File: src/rtl/mcyc_pkg.sv
package mcyc_pkg;

  localparam int OPC_W  = 6;
  localparam int FN_W   = 6;
  localparam int AOP_W  = 3;
  localparam int PCS_W  = 2;

  // instruction opcodes
  localparam logic [OPC_W-1:0] OPC_RTYPE = 6'b000000;
  localparam logic [OPC_W-1:0] OPC_LOAD  = 6'b100011;
  localparam logic [OPC_W-1:0] OPC_STORE = 6'b101011;
  localparam logic [OPC_W-1:0] OPC_BEQ   = 6'b000100;
  localparam logic [OPC_W-1:0] OPC_JUMP  = 6'b000010;

  // function field values for register ops
  localparam logic [FN_W-1:0] FN_ADD = 6'b100000;
  localparam logic [FN_W-1:0] FN_SUB = 6'b100010;
  localparam logic [FN_W-1:0] FN_AND = 6'b100100;
  localparam logic [FN_W-1:0] FN_OR  = 6'b100101;
  localparam logic [FN_W-1:0] FN_SLT = 6'b101010;

  // ALU operation codes
  localparam logic [AOP_W-1:0] AOP_AND = 3'b000;
  localparam logic [AOP_W-1:0] AOP_OR  = 3'b001;
  localparam logic [AOP_W-1:0] AOP_ADD = 3'b010;
  localparam logic [AOP_W-1:0] AOP_SUB = 3'b110;
  localparam logic [AOP_W-1:0] AOP_SLT = 3'b111;

  // PC source select
  localparam logic [PCS_W-1:0] PCS_INC    = 2'b00;
  localparam logic [PCS_W-1:0] PCS_BRANCH = 2'b01;
  localparam logic [PCS_W-1:0] PCS_JUMP   = 2'b10;

  typedef enum logic [3:0] {
    ST_FETCH  = 4'd0,
    ST_DECODE = 4'd1,
    ST_ADDR   = 4'd2,
    ST_LDMEM  = 4'd3,
    ST_LDWB   = 4'd4,
    ST_STMEM  = 4'd5,
    ST_REXEC  = 4'd6,
    ST_RDONE  = 4'd7,
    ST_BRANCH = 4'd8,
    ST_JUMP   = 4'd9
  } step_t;

  typedef struct packed {
    logic             mem_rd;
    logic             mem_wr;
    logic             addr_sel;
    logic             ir_we;
    logic             pc_we;
    logic [PCS_W-1:0] pc_src;
    logic             alub_sel;
    logic [AOP_W-1:0] alu_op;
    logic             dst_sel;
    logic             reg_we;
    logic             wb_sel;
  } ctrl_t;

endpackage

File: src/rtl/mcyc_rst_sync.sv
module mcyc_rst_sync #(
  parameter int STAGES = 2
) (
  input  logic clk,
  input  logic rst_n,
  output logic rst_sync_n
);

  logic [STAGES-1:0] chain_q;

  always_ff @(posedge clk or negedge rst_n) begin
    if (!rst_n) chain_q <= '0;
    else        chain_q <= {chain_q[STAGES-2:0], 1'b1};
  end

  assign rst_sync_n = chain_q[STAGES-1];

endmodule

File: src/rtl/mcyc_funct_dec.sv
module mcyc_funct_dec
  import mcyc_pkg::*;
(
  input  logic [FN_W-1:0]  funct,
  output logic [AOP_W-1:0] rop
);

  always_comb begin
    unique case (funct)
      FN_ADD:  rop = AOP_ADD;
      FN_SUB:  rop = AOP_SUB;
      FN_AND:  rop = AOP_AND;
      FN_OR:   rop = AOP_OR;
      FN_SLT:  rop = AOP_SLT;
      default: rop = AOP_ADD;
    endcase
  end

endmodule

File: src/rtl/mcyc_next_state.sv
module mcyc_next_state
  import mcyc_pkg::*;
(
  input  step_t            cur,
  input  logic [OPC_W-1:0] opcode,
  output step_t            nxt
);

  always_comb begin
    nxt = ST_FETCH;
    unique case (cur)
      ST_FETCH:  nxt = ST_DECODE;
      ST_DECODE: begin
        unique case (opcode)
          OPC_LOAD, OPC_STORE: nxt = ST_ADDR;
          OPC_RTYPE:           nxt = ST_REXEC;
          OPC_BEQ:             nxt = ST_BRANCH;
          OPC_JUMP:            nxt = ST_JUMP;
          default:             nxt = ST_FETCH;
        endcase
      end
      ST_ADDR:   nxt = (opcode == OPC_LOAD) ? ST_LDMEM : ST_STMEM;
      ST_LDMEM:  nxt = ST_LDWB;
      ST_REXEC:  nxt = ST_RDONE;
      default:   nxt = ST_FETCH;
    endcase
  end

endmodule

File: src/rtl/mcyc_out_dec.sv
module mcyc_out_dec
  import mcyc_pkg::*;
(
  input  step_t            cur,
  input  logic [AOP_W-1:0] rop,
  input  logic             alu_cond,
  output ctrl_t            ctl
);

  always_comb begin
    ctl        = '0;
    ctl.alu_op = AOP_ADD;
    ctl.pc_src = PCS_INC;
    unique case (cur)
      ST_FETCH: begin
        ctl.mem_rd = 1'b1;
        ctl.ir_we  = 1'b1;
        ctl.pc_we  = 1'b1;
      end
      ST_DECODE: ;
      ST_ADDR:   ctl.alub_sel = 1'b1;
      ST_LDMEM: begin
        ctl.mem_rd   = 1'b1;
        ctl.addr_sel = 1'b1;
      end
      ST_LDWB: begin
        ctl.reg_we = 1'b1;
        ctl.wb_sel = 1'b1;
      end
      ST_STMEM: begin
        ctl.mem_wr   = 1'b1;
        ctl.addr_sel = 1'b1;
      end
      ST_REXEC:  ctl.alu_op = rop;
      ST_RDONE: begin
        ctl.reg_we  = 1'b1;
        ctl.dst_sel = 1'b1;
      end
      ST_BRANCH: begin
        ctl.alu_op = AOP_SUB;
        ctl.pc_src = PCS_BRANCH;
        ctl.pc_we  = alu_cond;
      end
      ST_JUMP: begin
        ctl.pc_src = PCS_JUMP;
        ctl.pc_we  = 1'b1;
      end
      default: ;
    endcase
  end

endmodule

File: src/rtl/mcyc_ctrl_seq.sv
module mcyc_ctrl_seq #(
  parameter int RST_STAGES = 2
) (
  input  logic       clk,
  input  logic       rst_n,
  input  logic [5:0] opcode,
  input  logic [5:0] funct,
  input  logic       alu_cond,
  output logic       mem_rd,
  output logic       mem_wr,
  output logic       addr_sel,
  output logic       ir_we,
  output logic       pc_we,
  output logic [1:0] pc_src,
  output logic       alub_sel,
  output logic [2:0] alu_op,
  output logic       dst_sel,
  output logic       reg_we,
  output logic       wb_sel
);
  import mcyc_pkg::*;

  logic             rst_sync_n;
  step_t            cur_q;
  step_t            nxt;
  logic [AOP_W-1:0] rop;
  ctrl_t            ctl;

  mcyc_rst_sync #(.STAGES(RST_STAGES)) u_rst (
    .clk        (clk),
    .rst_n      (rst_n),
    .rst_sync_n (rst_sync_n)
  );

  mcyc_next_state u_nxt (
    .cur    (cur_q),
    .opcode (opcode),
    .nxt    (nxt)
  );

  mcyc_funct_dec u_fn (
    .funct (funct),
    .rop   (rop)
  );

  mcyc_out_dec u_out (
    .cur      (cur_q),
    .rop      (rop),
    .alu_cond (alu_cond),
    .ctl      (ctl)
  );

  always_ff @(posedge clk or negedge rst_sync_n) begin
    if (!rst_sync_n) cur_q <= ST_FETCH;
    else             cur_q <= nxt;
  end

  assign mem_rd   = ctl.mem_rd;
  assign mem_wr   = ctl.mem_wr;
  assign addr_sel = ctl.addr_sel;
  assign ir_we    = ctl.ir_we;
  assign pc_we    = ctl.pc_we;
  assign pc_src   = ctl.pc_src;
  assign alub_sel = ctl.alub_sel;
  assign alu_op   = ctl.alu_op;
  assign dst_sel  = ctl.dst_sel;
  assign reg_we   = ctl.reg_we;
  assign wb_sel   = ctl.wb_sel;


  rd_wr_excl_chk: assert property (@(posedge clk) disable iff (!rst_sync_n)
    !(mem_rd && mem_wr));


  br_qual_chk: assert property (@(posedge clk) disable iff (!rst_sync_n)
    (pc_we && pc_src == PCS_BRANCH) |-> alu_cond);


  dec_quiet_chk: assert property (@(posedge clk) disable iff (!rst_sync_n)
    ir_we |=> !(mem_rd || mem_wr || reg_we || pc_we || ir_we));


  ld_wb_chk: assert property (@(posedge clk) disable iff (!rst_sync_n)
    (mem_rd && addr_sel) |=> (reg_we && wb_sel && !dst_sel));


  st_ret_chk: assert property (@(posedge clk) disable iff (!rst_sync_n)
    mem_wr |=> (ir_we && mem_rd && !addr_sel));


  rw_ret_chk: assert property (@(posedge clk) disable iff (!rst_sync_n)
    reg_we |=> ir_we);

endmodule

File: config.mk
export PLATFORM = sky130hd
export DESIGN_NAME = mcyc_ctrl_seq
export DESIGN_NICKNAME = d
export VERILOG_FILES = /design/src/rtl/mcyc_pkg.sv /design/src/rtl/mcyc_rst_sync.sv /design/src/rtl/mcyc_funct_dec.sv /design/src/rtl/mcyc_next_state.sv /design/src/rtl/mcyc_out_dec.sv /design/src/rtl/mcyc_ctrl_seq.sv
export SDC_FILE = /design/constraint.sdc
export NUM_CORES = 1
export LEC_CHECK = 0
export BUFFER_PORTS_ARGS = -buffer_cell sky130_fd_sc_hd__buf_4
export CORE_AREA = 3 3 40 42
export CTS_CLUSTER_SIZE = 14
export DETAILED_ROUTE_END_ITERATION = 10
export DIE_AREA = 0 0 43 45
export MAX_ROUTING_LAYER = met4
export PLACE_DENSITY = 0.78
export SYNTH_ARGS = -nofsm -noshare
export SYNTH_HDL_FRONTEND = slang
export SYNTH_SLANG_ARGS = --single-unit
File: constraint.sdc
create_clock -name clk -period 1.9 [get_ports clk]
set_input_delay 0.095 -clock clk [delete_from_list [all_inputs] [get_ports clk]]
set_output_delay 0.095 -clock clk [all_outputs]
set_load 0.02 [all_outputs]
==> reports/metrics.csv, run 1 <==
metric,value,unit
status,finished with violations,
failing checks,setup timing,
"most common cell after layout, fill and taps aside",buf_4,
Max-cap violations,0,
post-synth top area share,0.317,
Final min period,1980,ps
Mean Syn Cell Area,8.02,um2
min-delay worst type,flip-flop to async pin,
max-slew violations,0,
port bufs,28,
crit-path max FO,3,
switching share of power,0.382,
cells after synthesis,59,
logic gate share of total power,0.544,
LEAKAGE,0.357,nW
"FF+latch count, synth",6,
total power,0.591,mW
clock group share of total power,0.196,
All-Layer GR Usage,0.152,
Clock Skews,1.22,ps
largest area contributor in the netlist,dfrtp_1,
initial antenna violation count,0,
initial DRC count,7,
library cells used by synthesis,32,
"Hold Vio Cnt, Final",0,
Inserted Clock Buffers,3,
synth warn,0,
WP data required,1800,ps
M1 WL,559,um
Placer Congestion,0.757,
Total Wirelength,1340,um
sequential share of the synthesized area,0.317,
syn_nets,74,
H-tree depth,1,
Die Y,45,um
metal3 WL,79,um
Vias,551,
net switching power,0.226,mW
Met2 Wirelength,670,um
post-detailed-route count of antenna-violating nets,0,
most frequent cells in the layout,"buf_4, nor2_1, dfrtp_1",
CP endpoint kind,primary output,
P per Cell Area,762,nW/um2
Worst Setup Start Kind,flip-flop,
hold slack final,48.3,ps
clock latency at the later pin of the worst-skew pair,240,ps
layout cells sized above 1,0.440,
RSZ-0062 raised after global routing,true,
reg2reg setup slack,410,ps
sequential share of power,0.259,
Initial Utilization,0.368,
via density per instance,5.20,
crit path DAT,1890,ps
Ports,29,
root buffer cell,clkbuf_4,
CP Launch Point,cur_q[0],
fin worst setup slack,-83.8,ps
synth top area cells,"dfrtp_1, nor2_1, nor3_1",
final period utilization,1.04,
Die X,43,um
WS Path Type,flip-flop to primary output,
CTS Buffer Depth,2,
core area,1280,um2
CTS tree,built,
R2R Path Start,cur_q[2],
vias in the first global route,500,
# rows,13,
Final setup viols,1,
"CTS clk-pin slew, worst paths",40,ps
ant diodes,0,
VDD IR max,0.550,mV
total gr overflow,0,
post-CTS setup buffers,0,
first-pass GRT wire length,2110,um
Internal Pwr Total,0.365,mW
DRC,0,
die area,1940,um2
DR top layer,met4,
Syn Std Cell Area,473,um2
Area Growth Syn to Fin,64.0,%
DRT Pass-1 Iters,4,
WL/cell,12.6,um
Clock Sinks,6,
largest net degree at the start of global routing,12,
setup TNS,-83.8,ps
Fmax,504,MHz
Final nets,108,
==> what timing repair did <==
action,in CTS,in global routing
resized for setup,3,1
endpoints found under the setup margin,1,1
pin swaps,1,0
hold buffers,1,0
hold endpoints to repair,2,0
==> cell type report <==
| type | instances | area [um2] |
|---|---|---|
| inverter | 1 | 3.75 |
| clock buffer | 3 | 22.5 |
| multi-input combinational | 48 | 327 |
| sequential | 6 | 150 |
| fill | 119 | 509 |
| tap | 15 | 18.8 |
| timing repair buffer | 33 | 254 |
==> flip-flops by register name, indices dropped and copies added, names as in the netlist <==
register	cells
u_rst.chain_q	2
cur_q	4
==> routing by layer <==
| metal | vias up | global-route usage |
|---|---|---|
| li1 | 282 | - |
| met1 | 244 | 0.180 |
| met2 | 22 | 0.246 |
| met3 | 3 | 0.0239 |
| met4 | 0 | 0.0904 |
| met5 | - | - |
==> power groups by stage <==
stage	registers [mW]	clock network [mW]	logic, mW
floorplan	0.152	0	0.193
global placement	0.152	0	0.310
detailed placement	0.153	0	0.315
CTS	0.152	0.122	0.317
global route	0.155	0.127	0.354
finish	0.153	0.116	0.322
==> metrics by stage <==
stage	setup WS, ps	instances	area (um2)	util
after floorplan	278	59	473	-
after global placement	183	102	717	0.558
after detailed placement	167	102	717	0.558
after CTS	-95.1	106	759	0.591
after global routing	-127	106	776	0.604
final	-83.8	106	776	0.604
==> synthesized netlist by cell type <==
cell and number:
a2111o_1 1, a21boi_0 1, a21o_1 1, a21oi_1 2
a31oi_1 1, and2_1 1, and2b_1 1, and4b_1 1
clkbuf_1 4, conb_1 1, dfrtp_1 6, inv_1 1
nand2_1 3, nand2b_1 2, nand3_1 1, nand4_1 1
nand4bb_1 1, nor2_1 8, nor2b_1 1, nor3_1 5
nor3b_1 2, nor4_1 2, nor4b_1 1, nor4bb_1 1
o211ai_1 1, o22ai_1 1, o311ai_0 2, or2_2 2
or3b_1 1, or4b_1 1, xnor2_1 1, xor2_1 1
==> path summary, 6_finish.rpt <==
check	end	depth (start not counted)
hold reg to reg	cur_q[3]	0
setup reg to reg	cur_q[2]	4
hold / removal	cur_q[3]	0
max in group asynchronous	u_rst.chain_q[0]	2
setup / recovery	alu_op[1]	4
min in group clk	cur_q[3]	2
==> critical path, cell delays in order (launching register included) <==
cell and delay [ps]:
dfrtp_1 370, nand4bb_4 230, or3b_4 400, or4b_4 500, buf_6 150
==> kinds of logic after synthesis <==
kind of cell	Yosys count	share of synthesized area
and+or+nand+nor	35	0.442
AOI/OAI and AO/OA	10	0.156
DFF	6	0.317
buffers and inverters	5	0.0397
xor gates and xnor gates	2	0.0370
other	1	0.00793
No activity file was read; power rests on OpenSTA's default activity.
==> run 2: changes to the inputs <==
Settings changed: CORE_AREA 3 3 40 42 to 2 2 39 41, DIE_AREA 0 0 43 45 to 0 0 41 43.
==> run 2 against run 1 <==
Effect of this change: via count rose by 0.91%; routed wire length fell by 2.5%; maximum frequency rose by 1.5%; die area fell by 8.9%; clock-buffer cell count did not move; first-iteration DRC count fell by 43%; the run still ends with setup timing left; critical path depth did not move; utilization fell by 3.7 points; cell count rose by 1.9%; flip-flop and latch count did not move.
==> reports/metrics.csv, run 2 (same netlist as run 1, synthesis figures left out) <==
metric,value,unit
Ports,29,
Post-Place Setup Slack,143,ps
RSZ-0062 raised after global routing,true,
"most common cell after layout, fill and taps aside",buf_4,
Total Wirelength,1300,um
crit-path max FO,3,
via density per instance,5.15,
Final min period,1950,ps
largest net degree at the start of global routing,12,
DRT Pass-1 Iters,2,
root buffer cell,clkbuf_4,
port bufs,28,
total gr overflow,0,
Vias,556,
H-tree depth,1,
Die Y,43,um
core area,1380,um2
status,finished with violations,
Inserted Clock Buffers,3,
WP data required,1800,ps
CTS Buffer Depth,2,
Final nets,109,
initial DRC count,4,
DRC,0,
Final setup viols,1,
layout cells sized above 1,0.446,
VDD IR max,0.459,mV
min-delay worst type,flip-flop to async pin,
first-pass GRT wire length,2170,um
failing checks,setup timing,
placed inst area,718,um2
Area Growth Syn to Fin,65.9,%
max-slew violations,0,
"Hold Vio Cnt, Final",0,
CP endpoint kind,primary output,
Placer Congestion,0.882,
Clock Skews,0.0919,ps
ant diodes,0,
"CTS clk-pin slew, worst paths",40,ps
WL/cell,12.1,um
WS Path Type,flip-flop to primary output,
All-Layer GR Usage,0.185,
LEAKAGE,0.361,nW
Fmax,512,MHz
die area,1760,um2
P per Cell Area,750,nW/um2
initial antenna violation count,0,
post-route cell area,785,um2
DP HPWL,1000,um
Worst Setup Start Kind,flip-flop,
biggest regs,"cur_q (4), u_rst.chain_q (2)",
crit path DAT,1860,ps
Largest Register,cur_q,
CTS tree,built,
most frequent cells in the layout,"buf_4, nor2_1, dfrtp_1",
Max-cap violations,0,
vias in the first global route,565,
fin worst setup slack,-53.7,ps
final period utilization,1.03,
Clock Sinks,6,
Initial Utilization,0.342,
max FFs per register,4,
Die X,41,um
clock latency at the later pin of the worst-skew pair,230,ps
# rows,14,
post-detailed-route count of antenna-violating nets,0,
-- run 2: changes by cell type in the layout (fill, tap and decap cells not counted) --
cell / previous run / this run
buf_4: 31 / 32
-- run 2: repair_timing --
item	CTS	global route
pin swaps	1	1
setup endpoints to repair	1	1
setup buffers	1	0
hold buffers	1	0
resized for setup	2	2
hold endpoints to repair	2	0
-- run 2: metrics by stage --
| step | power (mW) | cells | TNS, ps | hold WS, ps | util |
|---|---|---|---|---|---|
| detailed placement | 0.469 | 103 | 0 | -121 | 0.519 |
| finish | 0.588 | 108 | -53.7 | 55.7 | 0.567 |
| CTS | 0.597 | 108 | -89.1 | 50.5 | 0.562 |
| floorplan | 0.345 | 59 | 0 | -201 | - |
| global placement | 0.465 | 103 | 0 | -122 | 0.519 |
| global route | 0.637 | 108 | -114 | 51.8 | 0.567 |
-- run 2: final cells by class --
cell class,count,area [um2]
inverter,1,3.75
fill,135,599
clock buffer,3,22.5
timing repair buffer,34,262
multi-input combinational,48,327
tap,16,20.0
sequential,6,150
-- run 2: per-layer routing --
layer | part of all wire | track usage | vias to the layer above
met5 | 0 | - | -
met4 | 0.0077 | 0.100 | 0
met3 | 0.044 | 0.0366 | 2
met2 | 0.56 | 0.288 | 16
met1 | 0.39 | 0.212 | 257
li1 | - | - | 281
-- run 2: where the power goes --
| part | switching [mW] | total (mW) | internal [mW] |
|---|---|---|---|
| combinational | 0.173 | 0.325 | 0.152 |
| sequential | 0.00923 | 0.153 | 0.144 |
| clock | 0.0396 | 0.111 | 0.0710 |
| total | 0.221 | 0.588 | 0.367 |
-- run 2: path summary, 6_finish.rpt --
kind | start | end | slack, ps | cells past startpoint
max in group asynchronous | rst_n | u_rst.chain_q[1] | 1630 | 2
setup reg to reg | cur_q[1] | cur_q[1] | 410 | 4
min in group clk | opcode[3] | cur_q[3] | 60 | 2
setup / recovery | cur_q[3] | alu_op[1] | -50 | 4
hold / removal | u_rst.chain_q[1] | cur_q[1] | 60 | 0
hold reg to reg | u_rst.chain_q[1] | cur_q[1] | 60 | 0
-- run 2: critical path, stage by stage, from the launching register on --
cell,delay (ps)
dfrtp_1,370
nand4bb_4,230
or3b_4,390
or4b_4,480
buf_6,150
==> run 3: changes to the inputs <==
Settings changed: ABC_AREA set to 1, PLACE_DENSITY 0.78 to 0.8.
==> run 3 against run 2 <==
Effect of this change: setup slack gained 500 ps; via count grew 9.0%; clock-buffer cell count did not move; largest cell class unchanged; the run now ends clean; maximum frequency increased by 35%; sequential share of layout area rose by 0.50 points; die area is the same; non-clock buffer count decreased by 5; cell count rose by 24%.
==> reports/metrics.csv, run 3 <==
metric,value,unit
status,finished clean,
M2 GR Usage,0.275,
max FFs per register,4,
reg2reg setup slack,810,ps
sequential share of the synthesized area,0.299,
sequential standard cell area,150,um2
LEAKAGE,0.430,nW
Initial Utilization,0.363,
Placer Congestion,0.795,
Max stage delay on crit path,420,ps
port bufs,28,
Fmax,688,MHz
Die Y,43,um
initial antenna violation count,0,
met3 Track Usage GR,0.0157,
layout filler cell count,139,
Total Wirelength,1180,um
H-tree depth,1,
setup TNS,0,ps
final period utilization,0.764,
Final nets,135,
"FFs w/ async S/R, synth",1.00,
crit path DAT,1360,ps
mux cell area share after synthesis,0,
"most common cell after layout, fill and taps aside",buf_4,
DP HPWL,1030,um
Ports,29,
r2r worst-path depth,5,
Crit-path slowest cell,dfrtp_1,
"EDFF count, synth",0,
fin worst setup slack,448,ps
DRC,0,
vias in the first global route,550,
synth top area cells,"dfrtp_1, nand2_1, nor2_1",
Largest Register,cur_q,
Final min period,1450,ps
R2R Path Start,cur_q[3],
"Hold Vio Cnt, Final",0,
VDD IR max,0.333,mV
largest family of logic cells by synthesized area,simple AND/OR/NAND/NOR gates,
ys flop type,dfrtp_1,
most frequent cells in the layout,"buf_4, nand2_1, nor2_1",
core occupancy in the finished layout,0.552,
M1 GR Usage,0.186,
multi-input logic area,284,um2
critical path cell sequence,"inv_2, nand2_1, nor3_2, nand2_1, nand3_1, buf_4",
ant diodes,0,
largest area contributor in the netlist,dfrtp_1,
crit path capture,pc_we,
crit-path max FO,5,
post-detailed-route count of antenna-violating nets,0,
largest net degree at the start of global routing,6,
CTS tree,built,
clock latency at the later pin of the worst-skew pair,240,ps
WP data required,1800,ps
layout cells sized above 1,0.331,
Compound-Gate Fraction of Synth Area,0.0748,
commonest cells in the netlist,"nand2_1, nor2_1, inv_1",
Clock Sinks,6,
die area,1760,um2
initial DRC count,8,
Worst Setup Start Kind,flip-flop,
"CTS clk-pin slew, worst paths",40,ps
core area,1380,um2
WL/cell,8.81,um
Max-cap violations,0,
cells after synthesis,86,
CTS Buffer Depth,2,
root buffer cell,clkbuf_4,
XOR/XNOR Fraction of Synth Area,0,
Inserted Clock Buffers,3,
post-synth top area share,0.299,
"FF+latch count, synth",6,
min-delay worst type,flip-flop to async pin,
total gr overflow,0,
Vias,606,
biggest regs,"cur_q (4), u_rst.chain_q (2)",
Mean Syn Cell Area,5.83,um2
# rows,14,
post-CTS setup buffers,0,
RSZ-0062 raised after global routing,false,
first-pass GRT wire length,1990,um
Post-Synth Adder-Cell Area,0,
Area Growth Syn to Fin,52.4,%
max-slew violations,0,
GR peak layer,met2,
Post-Place Setup Slack,693,ps
P per Cell Area,745,nW/um2
CP endpoint kind,primary output,
WS Path Type,flip-flop to primary output,
Syn Std Cell Area,502,um2
library cells used by synthesis,16,
Worst R2R End,cur_q[0],
Die X,41,um
Clock Skews,2.12,ps
CP Launch Point,cur_q[0],
DRT Pass-1 Iters,2,
CP dominant cell by count,nand2_1,
via density per instance,4.52,
synth warn,0,
"area fraction in and, or, nand and nor cells after synthesis",0.484,
syn_nets,101,
All-Layer GR Usage,0.172,
Final setup viols,0,
[run 3: worst max-delay path: cells and delay by family (launching register included)]
kind	cells	cell delay [ps]
buffers and inverters	2	220
flip-flops	1	420
AND/OR/NAND/NOR	4	480
[run 3: layout make-up]
cell class	instances	share of cell area
Tap cell	16	0.0262
Clock buffer	3	0.0295
Sequential cell	6	0.196
Multi-Input combinational cell	62	0.372
Inverter	18	0.0884
Timing Repair Buffer	29	0.288
[run 3: repair_timing]
item,in CTS,in global routing
hold buffers,1,0
endpoints found under the hold margin,2,0
resized for setup,0,0
[run 3: worst min-delay path by stage]
stage | slack (ps) | start | to | cells after the start
2_1_floorplan | -200 | rst_n | u_rst.chain_q[0] | 0
3_3_place_gp | -120 | rst_n | u_rst.chain_q[0] | 1
3_5_place_dp | -120 | rst_n | u_rst.chain_q[0] | 1
4_1_cts | 60 | u_rst.chain_q[1] | cur_q[1] | 0
5_1_grt | 90 | u_rst.chain_q[1] | cur_q[1] | 0
6_report | 60 | u_rst.chain_q[1] | cur_q[1] | 0
[run 3: metal layers]
metal | part of all wire | wire (um)
met5 | 0 | 0
met4 | 0.010 | 12
met1 | 0.43 | 503
met2 | 0.51 | 605
met3 | 0.050 | 59
[run 3: report_power, final]
group	switching [mW]	leakage, nW	internal (mW)
logic	0.173	0.340	0.116
registers	0.0212	0.0768	0.144
clock network	0.0443	0.0138	0.0713
[run 3: kinds of logic after synthesis]
| family | after synthesis |
|---|---|
| buf+inv | 18 |
| compound gates | 7 |
| simple gates | 54 |
| other cells | 1 |
| flops | 6 |
[run 3: through the flow]
stage / total power, mW / cells / cell area (um2) / hold slack [ps]
after floorplan: 0.339 / 86 / 502 / -201
after global placement: 0.449 / 130 / 732 / -123
after detailed placement: 0.456 / 130 / 732 / -121
after CTS: 0.579 / 134 / 764 / 63.2
after global routing: 0.611 / 134 / 764 / 88.0
final: 0.569 / 134 / 764 / 58.8
